`src/rtl/chsts_pkg.sv`:
```
package chsts_pkg;
    localparam int CS_BLK_BITS = 192;
    localparam int CS_WORD_W   = 32;
    localparam int CS_BYTE_W   = 8;
    localparam int CS_SEL_W    = 3;

    typedef enum logic [0:0] {
        S_IDLE = 1'b0,
        S_FILL = 1'b1
    } fill_state_t;
endpackage

```
`src/rtl/chsts_ctrl.sv`:
```
module chsts_ctrl
    import chsts_pkg::*;
#(
    parameter int BLK_BITS = CS_BLK_BITS,
    localparam int CNT_W   = $clog2(BLK_BITS)
) (
    input  logic             clk,
    input  logic             rst_n,
    input  logic             frame_stb,
    input  logic             blk_start,
    output logic             wr_en,
    output logic [CNT_W-1:0] wr_idx,
    output logic             commit
);
    localparam logic [CNT_W-1:0] LAST = CNT_W'(BLK_BITS - 1);
    localparam logic [CNT_W-1:0] ONE  = CNT_W'(1);

    fill_state_t      state, state_nxt;
    logic [CNT_W-1:0] cnt, cnt_nxt;

    // next-state and counter
    always_comb begin
        state_nxt = state;
        cnt_nxt   = cnt;
        unique case (state)
            S_IDLE: begin
                if (frame_stb && blk_start) begin
                    state_nxt = S_FILL;          // start
                    cnt_nxt   = ONE;
                end
            end
            S_FILL: begin
                if (frame_stb && blk_start) begin
                    cnt_nxt = ONE;               // restart
                end else if (frame_stb) begin
                    if (cnt == LAST) begin
                        state_nxt = S_IDLE;      // complete
                        cnt_nxt   = '0;
                    end else begin
                        cnt_nxt = cnt + ONE;     // advance
                    end
                end
            end
            default: begin
                state_nxt = S_IDLE;
                cnt_nxt   = '0;
            end
        endcase
    end

    // outputs
    always_comb begin
        wr_en  = 1'b0;
        wr_idx = cnt;
        commit = 1'b0;
        unique case (state)
            S_IDLE: begin
                if (frame_stb && blk_start) begin
                    wr_en  = 1'b1;
                    wr_idx = '0;
                end
            end
            S_FILL: begin
                if (frame_stb) begin
                    wr_en = 1'b1;
                    if (blk_start) begin
                        wr_idx = '0;
                    end else if (cnt == LAST) begin
                        commit = 1'b1;
                    end
                end
            end
            default: begin
                wr_en = 1'b0;
            end
        endcase
    end

    // state register
    always_ff @(posedge clk or negedge rst_n) begin
        if (!rst_n) begin
            state <= S_IDLE;
            cnt   <= '0;
        end else begin
            state <= state_nxt;
            cnt   <= cnt_nxt;
        end
    end

    // a marked frame always reopens a block at bit 1 next
    a_r7_restart: assert property (@(posedge clk) disable iff (!rst_n)
        (frame_stb && blk_start) |=> (state == S_FILL && cnt == ONE));

    // unmarked frames leave an idle sequencer idle
    a_r8_idle_hold: assert property (@(posedge clk) disable iff (!rst_n)
        (state == S_IDLE && !(frame_stb && blk_start)) |=> (state == S_IDLE));

    // the bit counter never leaves the block
    a_r2_cnt_bound: assert property (@(posedge clk) disable iff (!rst_n)
        cnt <= LAST);
endmodule

```
`src/rtl/chsts_store.sv`:
```
module chsts_store
    import chsts_pkg::*;
#(
    parameter int BLK_BITS = CS_BLK_BITS,
    localparam int CNT_W   = $clog2(BLK_BITS)
) (
    input  logic                clk,
    input  logic                rst_n,
    input  logic                wr_en,
    input  logic [CNT_W-1:0]    wr_idx,
    input  logic                wr_bit,
    input  logic                commit,
    output logic [BLK_BITS-1:0] vis
);
    logic [BLK_BITS-1:0] shadow, shadow_nxt;

    always_comb begin
        shadow_nxt = shadow;
        if (wr_en) begin
            shadow_nxt[wr_idx] = wr_bit;
        end
    end

    always_ff @(posedge clk or negedge rst_n) begin
        if (!rst_n) begin
            shadow <= '0;
            vis    <= '0;
        end else begin
            shadow <= shadow_nxt;
            if (commit) begin
                vis <= shadow_nxt;
            end
        end
    end

    // visible copy moves only at a completion edge
    a_r5_vis_hold: assert property (@(posedge clk) disable iff (!rst_n)
        !commit |=> $stable(vis));
endmodule

```
`src/rtl/chsts_rdmux.sv`:
```
module chsts_rdmux
    import chsts_pkg::*;
#(
    parameter int BLK_BITS  = CS_BLK_BITS,
    parameter int WORD_W    = CS_WORD_W,
    parameter int BYTE_W    = CS_BYTE_W,
    parameter int SEL_W     = CS_SEL_W,
    localparam int NUM_WORDS = BLK_BITS / WORD_W,
    localparam int BPW       = WORD_W / BYTE_W
) (
    input  logic [BLK_BITS-1:0] vis,
    input  logic [SEL_W-1:0]    sel,
    output logic [WORD_W-1:0]   rd
);
    logic [WORD_W-1:0] words [NUM_WORDS];

    // byte 4k+j of the buffer goes to lane j of word k
    for (genvar w = 0; w < NUM_WORDS; w++) begin : g_word
        for (genvar j = 0; j < BPW; j++) begin : g_lane
            assign words[w][j*BYTE_W +: BYTE_W] = vis[(w*BPW + j)*BYTE_W +: BYTE_W];
        end
    end

    always_comb begin
        rd = '0;
        for (int w = 0; w < NUM_WORDS; w++) begin
            if (sel == SEL_W'(w)) begin
                rd = words[w];
            end
        end
    end
endmodule

```
`src/rtl/chsts_capture.sv`:
```
module chsts_capture
    import chsts_pkg::*;
#(
    parameter int BLK_BITS   = CS_BLK_BITS,
    parameter int WORD_W     = CS_WORD_W,
    parameter int SEL_W      = CS_SEL_W,
    localparam int CNT_W     = $clog2(BLK_BITS),
    localparam int NUM_WORDS = BLK_BITS / WORD_W
) (
    input  logic              clk,
    input  logic              rst_n,
    input  logic              frame_stb,
    input  logic              bit_a,
    input  logic              bit_b,
    input  logic              blk_start,
    input  logic              src_sel,
    input  logic [SEL_W-1:0]  word_sel,
    output logic [WORD_W-1:0] rd_word,
    output logic              blk_done
);
    logic                wr_en;
    logic [CNT_W-1:0]    wr_idx;
    logic                commit;
    logic                cap_bit;
    logic [BLK_BITS-1:0] vis;

    assign cap_bit = src_sel ? bit_b : bit_a;

    chsts_ctrl #(.BLK_BITS(BLK_BITS)) u_ctrl (
        .clk       (clk),
        .rst_n     (rst_n),
        .frame_stb (frame_stb),
        .blk_start (blk_start),
        .wr_en     (wr_en),
        .wr_idx    (wr_idx),
        .commit    (commit)
    );

    chsts_store #(.BLK_BITS(BLK_BITS)) u_store (
        .clk    (clk),
        .rst_n  (rst_n),
        .wr_en  (wr_en),
        .wr_idx (wr_idx),
        .wr_bit (cap_bit),
        .commit (commit),
        .vis    (vis)
    );

    chsts_rdmux #(
        .BLK_BITS (BLK_BITS),
        .WORD_W   (WORD_W),
        .BYTE_W   (CS_BYTE_W),
        .SEL_W    (SEL_W)
    ) u_rdmux (
        .vis (vis),
        .sel (word_sel),
        .rd  (rd_word)
    );

    always_ff @(posedge clk or negedge rst_n) begin
        if (!rst_n) begin
            blk_done <= 1'b0;
        end else begin
            blk_done <= commit;
        end
    end

    // completion pulse lasts one cycle
    a_r6_done_single: assert property (@(posedge clk) disable iff (!rst_n)
        blk_done |=> !blk_done);

    // codes past the last word read zero
    a_r9_oob_zero: assert property (@(posedge clk) disable iff (!rst_n)
        (word_sel >= SEL_W'(NUM_WORDS)) |-> (rd_word == '0));
endmodule

```
`config.mk`:
```
export PLATFORM = sky130hd
export DESIGN_NAME = chsts_capture
export DESIGN_NICKNAME = d
export VERILOG_FILES = /design/src/rtl/chsts_pkg.sv /design/src/rtl/chsts_ctrl.sv /design/src/rtl/chsts_store.sv /design/src/rtl/chsts_rdmux.sv /design/src/rtl/chsts_capture.sv
export SDC_FILE = /design/constraint.sdc
export NUM_CORES = 1
export LEC_CHECK = 0
export BUFFER_PORTS_ARGS = -buffer_cell sky130_fd_sc_hd__clkbuf_2
export CORE_MARGIN = 1
export CORE_UTILIZATION = 35
export DETAILED_ROUTE_END_ITERATION = 10
export PLACE_DENSITY = 0.53
export SLEW_MARGIN = 40
export SYNTH_ARGS = -nofsm -noshare
export SYNTH_HDL_FRONTEND = slang
export SYNTH_SLANG_ARGS = --single-unit
```
`constraint.sdc`:
```
create_clock -name clk -period 2.4 [get_ports clk]
set_input_delay 0.48 -clock clk [delete_from_list [all_inputs] [get_ports clk]]
set_output_delay 0.48 -clock clk [all_outputs]
set_load 0.01 [all_outputs]
```
# == Word-level counts from Yosys, hierarchy flattened ==
# Index checks and enable logic that the tools add are counted.
# op_classes
reduce_logical,4
n_mux,31
magnitude_cmp,2
bitwise_logic,1
eq_ne,8
add_sub_neg,1
# ops
cell,count
192-bit bitwise mux,1
192-bit 2-to-1 mux,1
32-bit 2-to-1 mux,6
8-bit 2-to-1 mux,7
8-bit one-hot mux with 2 select lines,2
1-bit 2-to-1 mux,11
"8-bit by 9-bit < comparator with 1-bit output, second input constant",1
"8-bit by 1-bit adder with 8-bit output, second input constant",1
1-bit demux with 8-bit select,1
"8-bit == test, second input constant",1
"8-bit by 1-bit greater-or-equal comparator with 1-bit output, second input constant",1
"3-bit by 2-bit == test with 1-bit output, second input constant",2
"3-bit == test, second input constant",2
1-bit one-hot mux with 2 select lines,2
"3-bit by 1-bit == test with 1-bit output, second input constant",1
3-bit logical NOT,1
"3-bit inequality test, second input constant",1
1-bit logical AND,2
"2-bit by 1-bit inequality test with 1-bit output, second input constant",1
2-bit AND reduction,1
1-bit inverter,1
# totals
register_bits,394
input_bits,10
elab_cells,52
out_inout_bits,33

# == Logic depth before layout (Yosys ltp) ==
# depth
word_depth,9
ltp_mapped,9
mapped_depth_nobuf,6

# == Hierarchy ==
# From an unflattened synthesis, not the netlist that was laid out.
# hier_totals
hier_cells,1854
hier_area_um2,19045.8
# by_module_without_submodules
module,area_per_inst_um2,cells_per_inst,seq_area_each_um2,instances
chsts_store,16414.5,1580,9609.2,1
chsts_rdmux,1913.1,198,0.0,1
chsts_ctrl,678.2,74,225.2,1
chsts_capture,40.0,2,25.0,1

# == Worst setup path after synthesis ==
# OpenSTA, ideal clock, no wires.
# synth_timing
path_kind,input-to-output
startpoint,input port word_sel[1]
endpoint,output port rd_word[0]
arrival_time_ns,1.682
n_path_buf,3
slack_ns,0.238
path_stages,6
t_required_ns,1.920
cell_sequence,clkbuf_1 > and2_1 > clkbuf_1 > clkbuf_1 > a21oi_1 > o221ai_1
# synth_between
elab_chain_len,7
word_cells_on_any_way,12
classes_between,5 x eq/ne; 6 x mux; 1 x reduce/logical
# synth_rtl
element,line_no,rtl
from (decl),chsts_capture.sv:17,"input logic [SEL_W-1:0] word_sel,"
3-bit logical NOT,chsts_rdmux.sv:27,if (sel == SEL_W'(w)) begin
32-bit 2-to-1 mux (5 in series),chsts_rdmux.sv:27,
32-bit 2-to-1 mux *,chsts_rdmux.sv:27,
to (decl),chsts_capture.sv:18,"output logic [WORD_W-1:0] rd_word,"
# Every way passes the cells marked *; elsewhere a longest branch is shown, timed or not.

# == Worst setup path after layout ==
# layout_timing
startpoint,input port word_sel[0]
endpoint,output port rd_word[11]
# Same word-level chain as after synthesis.

==> flow_summary.json <==
{
  "status": "complete, no violations",
  "wire_per_inst_um": 20.1,
  "fin_area_sq_mm": 0.0204,
  "rr_startpoint": "u_ctrl.cnt[0]$_DFFE_PN0P_",
  "placed_cell_area_sq_mm": 0.0190,
  "syn-cell-area_sq_mm": 0.0177,
  "cts_buffers": 43,
  "synth_ff_type": "dfrtp_1",
  "place_congestion": 0.831,
  "worstPathCellList": "buf_4, buf_12, mux2i_1, nor2_1, a21oi_1, o221ai_1, clkbuf_2",
  "register_area_sq_mm": 0.00986,
  "worstPathMaxFanout": 17,
  "p_comb_share_pct": 5.9,
  "yosysSeqAreaShare_pct": 55.8,
  "multi_input_area_sq_mm": 0.00690,
  "pre_cts_slack_ns": 0.00408,
  "crit_required_ns": 1.92,
  "worst_pin_slew_ns": 0.848,
  "die_h_um": 227,
  "synth_commonest_cells": "nand2_1 (395), dfrtp_1 (394), o21ai_0 (265), a21oi_1 (120), clkbuf_1 (96)",
  "slew_headroom_pct": 43.5,
  "ys_seq_elements": 394,
  "end_kind": "output pin",
  "p_sw_mw": 3.42,
  "fmax_mhz": 439,
  "rsz0062_at_grt": "false",
  "synth_edf_count": 0,
  "fillers": 4843,
  "antenna_found_initial": 1,
  "p_per_area_mw_per_mm2": 709,
  "cts_buffer_depth": 3,
  "hold_violations": 0,
  "synth.area.top_cells": "dfrtp_1 (56%), nand2_1 (8.4%), o21ai_0 (7.5%)",
  "n_antenna_cell": 0,
  "dp_hpwl_mm": 31.6,
  "tns_ns": 0,
  "gr-total-overflow": 0,
  "synthMostInstantiatedCell": "nand2_1",
  "clk_latency_ns": 0.56,
  "p_sw_share_pct": 23.6,
  "ios": 43,
  "grt_pass1_wl_mm": 82.0,
  "setup_slack_ns": 0.123,
  "std_cell_rows": 81,
  "yosysTopAreaCell": "dfrtp_1",
  "hold_path_class": "primary input to flop",
  "grt_usage_pct": 20.5,
  "ir_worst_vdd_mv": 0.443,
  "syn-num-nets": 1839,
  "htreeDepth": 2,
  "holdWs_ns": 0.293,
  "vias": 13700,
  "slowest_delay_ns": 0.30,
  "core_area_sq_mm": 0.0494,
  "cpMaxStageDelayCell": "a21oi_1",
  "portBuffers": 42,
  "critPathKind": "primary input to output pin",
  "crit_path_start_kind": "primary input",
  "die_x_um": 227,
  "drive_above_1_share_pct": 14.5,
  "critPathArrivalTime_ns": 1.80,
  "finalSetupViolations": 0,
  "post-route-period-util_pct": 94.9,
  "cts_tree": "done",
  "synth.top_cell.area_share_pct": 55.8,
  "postCtsSetupBuffers": 0,
  "syn_inst": 1828,
  "slew_violations": 0,
  "avgSynthCellArea_sq_um": 9.67,
  "path_clk_slew_ns": 0.06,
  "dieArea_sq_mm": 0.0514,
  "seqPwrFrac_pct": 46.9,
  "via_per_inst": 5.43,
  "p_leak_nw": 8.84,
  "remaining_drc_errors": 0,
  "crit_start": "word_sel[0]",
  "min_from": "blk_start",
  "wirelength_mm": 51.0,
  "first_global_vias": 13700,
  "drtPass1Iterations": 7,
  "fin_skew_ns": 0.0158,
  "cts_root_buf": "clkbuf_16",
  "intPower_mw": 11.1,
  "synth_cell_types": 54,
  "grt_max_degree": 95,
  "synth-async-reset-ratio_pct": 100,
  "clkPwrFrac_pct": 47.2,
  "syn_to_final_growth_pct": 15.6,
  "maxCapViolations": 0,
  "cts_sinks": 394,
  "ant_nets": 0,
  "num-nets-final": 1847,
  "synth_warnings": 0,
  "dr.first_iter.drc_count": 1074,
  "fin_crit_ns": 2.28,
  "start_util_pct": 35.8
}
-- per-stage QoR --
stage                     util, %  cells  total power, mW
after floorplan                 -   1828             7.35
after global placement       38.4   2454             7.77
after detailed placement     38.4   2454             7.78
after CTS                    41.4   2531             14.6
after global routing         41.4   2531             15.0
final                        41.4   2531             14.5
-- power by group through the flow --
stage | clock network [mW] | logic, mW | registers [mW]
2_1_floorplan | 0 | 0.464 | 6.88
3_3_place_gp | 0 | 0.859 | 6.91
3_5_place_dp | 0 | 0.868 | 6.91
4_1_cts | 6.97 | 0.871 | 6.79
5_1_grt | 7.27 | 0.953 | 6.80
6_report | 6.83 | 0.860 | 6.80
-- logic make-up after synthesis --
family / Yosys count / share of synthesized area (%)
adders and majority gates: 1 / 0.0708
and+or+nand+nor: 533 / 12.7
DFF: 394 / 55.8
buffers and inverters: 192 / 5.46
AOI/OAI and AO/OA: 606 / 20.0
muxes: 97 / 5.76
xor gates and xnor gates: 5 / 0.248
-- worst max-delay path: cells and delay by family --
| kind | cells | cell delay, ns |
|---|---|---|
| AOI/OAI and AO/OA | 2 | 0.50 |
| buffers and inverters | 3 | 0.55 |
| muxes | 1 | 0.20 |
| and+or+nand+nor | 1 | 0.05 |
-- path summary, 6_finish.rpt --
check | to | slack (ns) | cells past startpoint
setup / recovery | rd_word[11] | 0.12 | 7
setup reg to reg | u_store.vis[47]$_DFFE_PN0P_ | 0.19 | 5
max in group asynchronous | u_store.shadow[28]$_DFF_PN0_ | 1.18 | 3
hold reg to reg | u_store.vis[15]$_DFFE_PN0P_ | 0.47 | 2
min in group asynchronous | u_store.vis[67]$_DFFE_PN0P_ | 0.47 | 2
hold / removal | u_ctrl.cnt[1]$_DFFE_PN0P_ | 0.29 | 2
-- flip-flops by register name (all words and copies together) (netlist names) --
signal,flops
u_ctrl.state,1
u_store.shadow,192
blk_done,1
u_ctrl.cnt,8
u_store.vis,192
-- layout make-up --
class	instances	area share, %
clock buffer	67	6.45
timing repair buffer	152	6.73
sequential	394	48.2
multi-input combinational	1242	33.8
clock inverter	9	0.661
tap	664	4.07
inverter	3	0.0796
-- timing repair --
| item | 4_1_cts | 5_1_grt |
|---|---|---|
| hold buffers | 1 | 0 |
| gates resized for setup | 1 | 0 |
| hold endpoints to repair | 42 | 0 |
| endpoints found under the setup margin | 1 | 0 |
-- cells in the final DEF, fill, tap and decap left out, drive strengths merged, types with 6 or more instances in the layout --
cell      n
nand3    24
o21ai   267
mux2     32
dfrtp   394
buf     111
a21oi   120
o31ai    90
clkinv    6
and3      9
nor3     10
nand2   396
a31oi    84
nand4     6
o221ai   32
clkbuf  107
nor2b     8
mux2i    65
nor2     52
-- routing by layer --
metal | part of all wire [%] | global-route usage [%]
met1 | 47 | 29.5
met2 | 46 | 32.2
met3 | 4.8 | 2.99
met4 | 2.0 | 5.25
met5 | 0.025 | 0
No activity file was read; power rests on OpenSTA's default activity.
